===== config.mk =====
export PLATFORM = sky130hd
export DESIGN_NAME = wm_gpio
export DESIGN_NICKNAME = d
export VERILOG_FILES = /design/src/rtl/wm_gpio.sv
export SDC_FILE = /design/constraint.sdc
export NUM_CORES = 1
export LEC_CHECK = 0
export BUFFER_PORTS_ARGS = -buffer_cell sky130_fd_sc_hd__buf_2
export CAP_MARGIN = 5
export CORE_MARGIN = 1
export CORE_UTILIZATION = 44
export DETAILED_ROUTE_END_ITERATION = 7
export SLEW_MARGIN = 40
export SYNTH_ARGS = -nofsm -noshare
export SYNTH_HDL_FRONTEND = slang
export SYNTH_SLANG_ARGS = --single-unit
export TNS_END_PERCENT = 20

===== constraint.sdc =====
create_clock -name clk -period 2.3 [get_ports clk]
set_input_delay 0.345 -clock clk [delete_from_list [all_inputs] [get_ports clk]]
set_output_delay 0.345 -clock clk [all_outputs]
set_load 0.01 [all_outputs]

===== src/rtl/wm_gpio.sv =====
module wm_gpio #(
  parameter int          ADDR_W  = 8,
  parameter int          NPIN    = 32,
  parameter logic [31:0] VERSION = 32'h0101_157C
) (
  input  logic              clk,
  input  logic              rst_n,
  input  logic [ADDR_W-1:0] bus_addr,
  input  logic              bus_we,
  input  logic [31:0]       bus_wdata,
  output logic [31:0]       bus_rdata,
  input  logic [NPIN-1:0]   pin_in,
  output logic [NPIN-1:0]   pin_out,
  output logic [NPIN-1:0]   pin_oe,
  output logic              irq
);
  localparam int HW = NPIN / 2;

  localparam logic [ADDR_W-1:0] A_DOUT_L = ADDR_W'('h00);
  localparam logic [ADDR_W-1:0] A_DOUT_H = ADDR_W'('h04);
  localparam logic [ADDR_W-1:0] A_DIR_L  = ADDR_W'('h08);
  localparam logic [ADDR_W-1:0] A_DIR_H  = ADDR_W'('h0C);
  localparam logic [ADDR_W-1:0] A_IEN_L  = ADDR_W'('h10);
  localparam logic [ADDR_W-1:0] A_IEN_H  = ADDR_W'('h14);
  localparam logic [ADDR_W-1:0] A_MSK_L  = ADDR_W'('h18);
  localparam logic [ADDR_W-1:0] A_MSK_H  = ADDR_W'('h1C);
  localparam logic [ADDR_W-1:0] A_TYP_L  = ADDR_W'('h20);
  localparam logic [ADDR_W-1:0] A_TYP_H  = ADDR_W'('h24);
  localparam logic [ADDR_W-1:0] A_POL_L  = ADDR_W'('h28);
  localparam logic [ADDR_W-1:0] A_POL_H  = ADDR_W'('h2C);
  localparam logic [ADDR_W-1:0] A_EOI_L  = ADDR_W'('h60);
  localparam logic [ADDR_W-1:0] A_EOI_H  = ADDR_W'('h64);
  localparam logic [ADDR_W-1:0] A_LVL    = ADDR_W'('h70);
  localparam logic [ADDR_W-1:0] A_VER    = ADDR_W'('h78);

  logic [NPIN-1:0] dout_q, dir_q, ien_q, msk_q, typ_q, pol_q, sts_q;
  logic [NPIN-1:0] sy1_q, sy2_q, sy3_q;
  logic [NPIN-1:0] eoi_clr, edge_hit, lvl_hit, pend;
  logic            mapped;

  function automatic logic [HW-1:0] mw(input logic [HW-1:0] old, input logic [31:0] wd);
    return (old & ~wd[16 +: HW]) | (wd[HW-1:0] & wd[16 +: HW]);
  endfunction

  always_ff @(posedge clk or negedge rst_n) begin
    if (!rst_n) begin
      dout_q <= '0; dir_q <= '0; ien_q <= '0;
      msk_q  <= '0; typ_q <= '0; pol_q <= '0;
    end else if (bus_we) begin
      case (bus_addr)
        A_DOUT_L: dout_q[HW-1:0]    <= mw(dout_q[HW-1:0], bus_wdata);
        A_DOUT_H: dout_q[NPIN-1:HW] <= mw(dout_q[NPIN-1:HW], bus_wdata);
        A_DIR_L:  dir_q[HW-1:0]     <= mw(dir_q[HW-1:0], bus_wdata);
        A_DIR_H:  dir_q[NPIN-1:HW]  <= mw(dir_q[NPIN-1:HW], bus_wdata);
        A_IEN_L:  ien_q[HW-1:0]     <= mw(ien_q[HW-1:0], bus_wdata);
        A_IEN_H:  ien_q[NPIN-1:HW]  <= mw(ien_q[NPIN-1:HW], bus_wdata);
        A_MSK_L:  msk_q[HW-1:0]     <= mw(msk_q[HW-1:0], bus_wdata);
        A_MSK_H:  msk_q[NPIN-1:HW]  <= mw(msk_q[NPIN-1:HW], bus_wdata);
        A_TYP_L:  typ_q[HW-1:0]     <= mw(typ_q[HW-1:0], bus_wdata);
        A_TYP_H:  typ_q[NPIN-1:HW]  <= mw(typ_q[NPIN-1:HW], bus_wdata);
        A_POL_L:  pol_q[HW-1:0]     <= mw(pol_q[HW-1:0], bus_wdata);
        A_POL_H:  pol_q[NPIN-1:HW]  <= mw(pol_q[NPIN-1:HW], bus_wdata);
        default: ;
      endcase
    end
  end

  always_ff @(posedge clk or negedge rst_n) begin
    if (!rst_n) begin
      sy1_q <= '0; sy2_q <= '0; sy3_q <= '0; sts_q <= '0;
    end else begin
      sy1_q <= pin_in;
      sy2_q <= sy1_q;
      sy3_q <= sy2_q;
      sts_q <= (sts_q & ~eoi_clr) | edge_hit;
    end
  end

  always_comb begin
    eoi_clr = '0;
    if (bus_we && bus_addr == A_EOI_L) eoi_clr[HW-1:0]    = bus_wdata[16 +: HW] & bus_wdata[HW-1:0];
    if (bus_we && bus_addr == A_EOI_H) eoi_clr[NPIN-1:HW] = bus_wdata[16 +: HW] & bus_wdata[HW-1:0];
  end

  assign edge_hit = typ_q & ien_q & ((pol_q & sy2_q & ~sy3_q) | (~pol_q & ~sy2_q & sy3_q));
  assign lvl_hit  = ~typ_q & ~(sy2_q ^ pol_q);
  assign pend     = (sts_q | lvl_hit) & ien_q & ~msk_q;
  assign irq      = |pend;
  assign pin_out  = dout_q;
  assign pin_oe   = dir_q;

  always_comb begin
    bus_rdata = '0;
    mapped    = 1'b1;
    case (bus_addr)
      A_DOUT_L: bus_rdata[HW-1:0] = dout_q[HW-1:0];
      A_DOUT_H: bus_rdata[HW-1:0] = dout_q[NPIN-1:HW];
      A_DIR_L:  bus_rdata[HW-1:0] = dir_q[HW-1:0];
      A_DIR_H:  bus_rdata[HW-1:0] = dir_q[NPIN-1:HW];
      A_IEN_L:  bus_rdata[HW-1:0] = ien_q[HW-1:0];
      A_IEN_H:  bus_rdata[HW-1:0] = ien_q[NPIN-1:HW];
      A_MSK_L:  bus_rdata[HW-1:0] = msk_q[HW-1:0];
      A_MSK_H:  bus_rdata[HW-1:0] = msk_q[NPIN-1:HW];
      A_TYP_L:  bus_rdata[HW-1:0] = typ_q[HW-1:0];
      A_TYP_H:  bus_rdata[HW-1:0] = typ_q[NPIN-1:HW];
      A_POL_L:  bus_rdata[HW-1:0] = pol_q[HW-1:0];
      A_POL_H:  bus_rdata[HW-1:0] = pol_q[NPIN-1:HW];
      A_EOI_L, A_EOI_H: ;
      A_LVL:    bus_rdata[NPIN-1:0] = sy2_q;
      A_VER:    bus_rdata = VERSION;
      default:  mapped = 1'b0;
    endcase
  end


  reset_clean_chk: assert property (@(posedge clk) disable iff (!rst_n)
    $rose(rst_n) |-> (pin_oe == '0 && pin_out == '0 && !irq));


  dir_lo_hold_chk: assert property (@(posedge clk) disable iff (!rst_n)
    (bus_we && bus_addr == A_DIR_L && bus_wdata[31:16] == '0) |=> $stable(pin_oe));


  sticky_src_chk: assert property (@(posedge clk) disable iff (!rst_n)
    (|(sts_q & ~$past(sts_q))) |-> (|$past(typ_q & ien_q)));


  irq_gate_chk: assert property (@(posedge clk) disable iff (!rst_n)
    irq |-> (|(ien_q & ~msk_q)));


  unmapped_wr_chk: assert property (@(posedge clk) disable iff (!rst_n)
    (bus_we && !mapped) |=> ($stable(dout_q) && $stable(dir_q) && $stable(ien_q) &&
                             $stable(msk_q) && $stable(typ_q) && $stable(pol_q)));
endmodule


==> flow_metrics.env <==
export IMPL_status="finished with violations"
export IMPL_stdcell_count=2271
export IMPL_ys_flop_type="dfrtp_1"
export IMPL_via_count=12803
export IMPL_cts_buffers=37
export IMPL_seq_power_share_pct=46.1
export IMPL_cts_buffer_depth=3
export IMPL_synthCells=1433
export IMPL_cp_num_buf_inv=2
export IMPL_fmax_mhz=345
export IMPL_routedWlPerCell_microns=22.8
export IMPL_combPwrFrac_pct=8.6
export IMPL_die_width_microns=191
export IMPL_drc=0
export IMPL_synth_edff_count=0
export IMPL_synth_fa_ha_area_share_pct=5.10
export IMPL_h_tree_depth=2
export IMPL_area_growth_pct=29.9
export IMPL_cp_cell_sequence="inv_1 > ha_1 > o21bai_1 > a32oi_1 > nand4_1 > or4_4 > buf_6"
export IMPL_synth_top_family_by_area="multiplexers"
export IMPL_clkPwrFrac_pct=45.3
export IMPL_grt_usage_pct=29.1
export IMPL_slew_headroom_pct=66.1
export IMPL_final_nets=1926
export IMPL_synth_nets=1572
export IMPL_row_count=68
export IMPL_slowest_delay_ns=0.63
export IMPL_yosysUniqueCellTypes=55
export IMPL_synth_warnings=0
export IMPL_finalSetupViolCount=14
export IMPL_multi_input_area_sq_um=7190
export IMPL_cts_tree="yes"
export IMPL_ir_drop_mv=0.587
export IMPL_critPathKind="flip-flop to output pin"
export IMPL_ant_nets=0
export IMPL_power_switching_w=0.00313
export IMPL_post_route_min_period_ns=2.90
export IMPL_worst_endpoint_required_ns=1.96
export IMPL_die_height_microns=191
export IMPL_dieArea_sq_um=36400
export IMPL_critPathCaptureType="output pin"
export IMPL_dp_cells=2168
export IMPL_antenna_found_initial=2
export IMPL_cts_clk_slew_worst_paths_ns=0.06
export IMPL_synth_compound_area_share_pct=9.66
export IMPL_intPower_w=0.00980
export IMPL_violations="setup timing"
export IMPL_synthArstFlopShare_pct=100
export IMPL_drtPass1Iterations=6
export IMPL_yosys_area_share_simple_pct=11.8
export IMPL_power_leakage_nw=10.0
export IMPL_synth_xor_area_share_pct=0
export IMPL_fillers=2946
export IMPL_critPathLaunchType="flip-flop"
export IMPL_hpwl_microns=36800
export IMPL_drive_gt1_share_pct=26.8
export IMPL_routed_via_density=5.64
export IMPL_pin_count=172
export IMPL_numClockSinks=320
export IMPL_clock_skew_ns=0.0166
export IMPL_powerDensity_nw_per_um2=634
export IMPL_syn_avg_cell_area_sq_um=10.9
export IMPL_maxSlewViolCount=0
export IMPL_seq_area_frac_synth_pct=51.0
export IMPL_cp_max_fo=2
export IMPL_finalWirelength_microns=51800
export IMPL_synth_area_sq_um=15700
export IMPL_tightest_slew_ns=0.506
export IMPL_gp_congestion=0.915
export IMPL_cpMaxStageDelayCell="or4_4"
export IMPL_tns_ns=-1.71
export IMPL_clock_latency_ns=0.54
export IMPL_synth_mux_area_share_pct=17.7
export IMPL_finalCritPeriodShare_pct=126
export IMPL_finalHoldViolCount=0
export IMPL_cts_root_buf="clkbuf_16"
export IMPL_core_area_sq_um=34800
export IMPL_arrival_ns=2.55
export IMPL_r2r_slack_ns=1.16
export IMPL_grt_first_pass_wirelength_microns=78800
export IMPL_ys_seq_elements=320
export IMPL_min_path_type="input port to flip-flop"
export IMPL_grt_start_max_net_pins=59
export IMPL_ff_latch_area_sq_um=8010
export IMPL_postLayoutSetupSlackWorst_ns=-0.597
export IMPL_rsz0062_at_grt="true"
export IMPL_first_global_vias=12991
export IMPL_initial_utilization_pct=45.1
export IMPL_hold_slack_ns=0.209
export IMPL_grt_overflow_total=0
export IMPL_first_iter_violations=1090
export IMPL_portBuffers=171
export IMPL_netSwitchingFraction_pct=24.2
export IMPL_cp_top_family="simple AND/OR/NAND/NOR gates"
export IMPL_drv_cap=0
==> metal layers <==
| layer | up-vias | track usage (%) | wire [microns] | part of all wire [%] |
|---|---|---|---|---|
| met4 | 0 | 9.97 | 1510 | 2.9 |
| met5 | - | 0 | 0 | 0 |
| met3 | 97 | 5.19 | 3810 | 7.4 |
| li1 | 5737 | - | - | - |
| met2 | 518 | 46.6 | 24500 | 47 |
| met1 | 6451 | 39.5 | 22100 | 43 |
==> area by class of cell <==
class / count / share of cell area [%]
flip-flops and latches: 320 / 39.3
multi-input cells: 930 / 35.3
repair buffers: 417 / 15.2
clock buffers: 58 / 5.58
well taps: 455 / 2.79
inverters: 81 / 1.49
clock inverters: 7 / 0.325
diodes: 3 / 0.0368
==> cells in the mapped netlist, types with 3 or more instances <==
| library cell | count | area, sq um |
|---|---|---|
| nand4_1 | 15 | 93.8 |
| nor3_1 | 5 | 25.0 |
| nor2b_1 | 18 | 113 |
| or3_1 | 3 | 18.8 |
| a21oi_1 | 10 | 50.1 |
| o31ai_1 | 3 | 22.5 |
| o21bai_1 | 32 | 240 |
| o22ai_1 | 5 | 31.3 |
| mux2i_1 | 53 | 531 |
| buf_2 | 35 | 175 |
| or4_1 | 6 | 45.0 |
| a22o_1 | 7 | 61.3 |
| o21ai_0 | 12 | 60.1 |
| a22oi_1 | 37 | 278 |
| dfrtp_1 | 320 | 8010 |
| o21ai_1 | 54 | 270 |
| nand3_1 | 29 | 145 |
| nor2_1 | 13 | 48.8 |
| a222oi_1 | 6 | 60.1 |
| inv_1 | 81 | 304 |
| or4b_1 | 9 | 90.1 |
| buf_1 | 24 | 90.1 |
| and3_1 | 28 | 175 |
| mux2_1 | 197 | 2220 |
| a32oi_1 | 18 | 158 |
| o2bb2ai_1 | 12 | 105 |
| nand2_1 | 254 | 953 |
| ha_1 | 64 | 801 |
| nor4b_1 | 3 | 26.3 |
| o211ai_1 | 7 | 52.6 |
| clkbuf_1 | 41 | 154 |
==> timing repair <==
item / in CTS / in global routing
gates resized for setup: 56 / 12
setup buffers: 1 / 1
endpoints found under the hold margin: 80 / 0
hold buffers: 33 / 0
pin swaps: 27 / 4
setup endpoints to repair: 18 / 18
gates cloned: 0 / 0
==> cells in the final DEF (no fill, tap or decap), types with 10 or more instances in the layout <==
cell	netlist	routed
clkbuf_1	41	10
o21ai_0	12	12
clkbuf_16	0	39
o21ai_1	54	54
and3_1	28	27
nand2_1	254	254
buf_2	35	157
mux2_1	197	192
ha_1	64	64
buf_6	0	19
nand3_1	29	27
buf_4	2	189
o2bb2ai_1	12	12
dfrtp_1	320	320
inv_1	81	81
o21bai_1	32	30
a32oi_1	18	14
a22oi_1	37	35
mux2i_1	53	52
nand4_1	15	15
nor2b_1	18	17
dlygate4sd3_1	0	33
buf_12	0	15
==> worst register-to-register path, cell delays in order (launching register included) <==
cell	delay, ns
dfrtp_1	0.40
buf_6	0.13
buf_4	0.12
ha_1	0.17
mux2i_1	0.14
o21ai_1	0.07
==> final timing paths <==
check,startpoint,to,depth (start not counted)
min in group asynchronous,rst_n,sy1_q[4]$_DFF_PN0_,2
hold reg to reg,sy1_q[20]$_DFF_PN0_,sy2_q[20]$_DFF_PN0_,0
hold / removal,bus_wdata[7],flip-flop,2
setup / recovery,sy2_q[3]$_DFF_PN0_,irq,7
setup reg to reg,sy2_q[11]$_DFF_PN0_,sts_q[11]$_DFF_PN0_,5
max in group asynchronous,rst_n,sy1_q[26]$_DFF_PN0_,3
==> cell families (layout without fill, tap and decap cells) <==
logic type	Yosys count	after routing
compound gates	218	218
fa+ha+maj	64	64
buf+inv	183	563
flops	320	320
mux	252	252
other cells	0	3
simple gates	396	396
==> power by group through the flow <==
stage	clock [W]	sequential [W]	combinational, W
finish	0.00585	0.00596	0.00112
global route	0.00619	0.00597	0.00121
CTS	0.00597	0.00595	0.00111
detailed placement	0	0.00605	0.00102
global placement	0	0.00605	0.00101
floorplan	0	0.00604	0.000381
==> metrics by stage <==
| step | power (W) | util [%] | setup slack [ns] | area [sq um] |
|---|---|---|---|---|
| 2_1_floorplan | 0.00642 | - | 0.0635 | 15700 |
| 3_3_place_gp | 0.00705 | 53.2 | -0.269 | 18500 |
| 3_5_place_dp | 0.00708 | 53.2 | -0.230 | 18500 |
| 4_1_cts | 0.0130 | 58.4 | -0.585 | 20300 |
| 5_1_grt | 0.0134 | 58.5 | -0.639 | 20400 |
| 6_report | 0.0129 | 58.6 | -0.597 | 20400 |
Note: power is estimated with default switching activity, not from simulation.
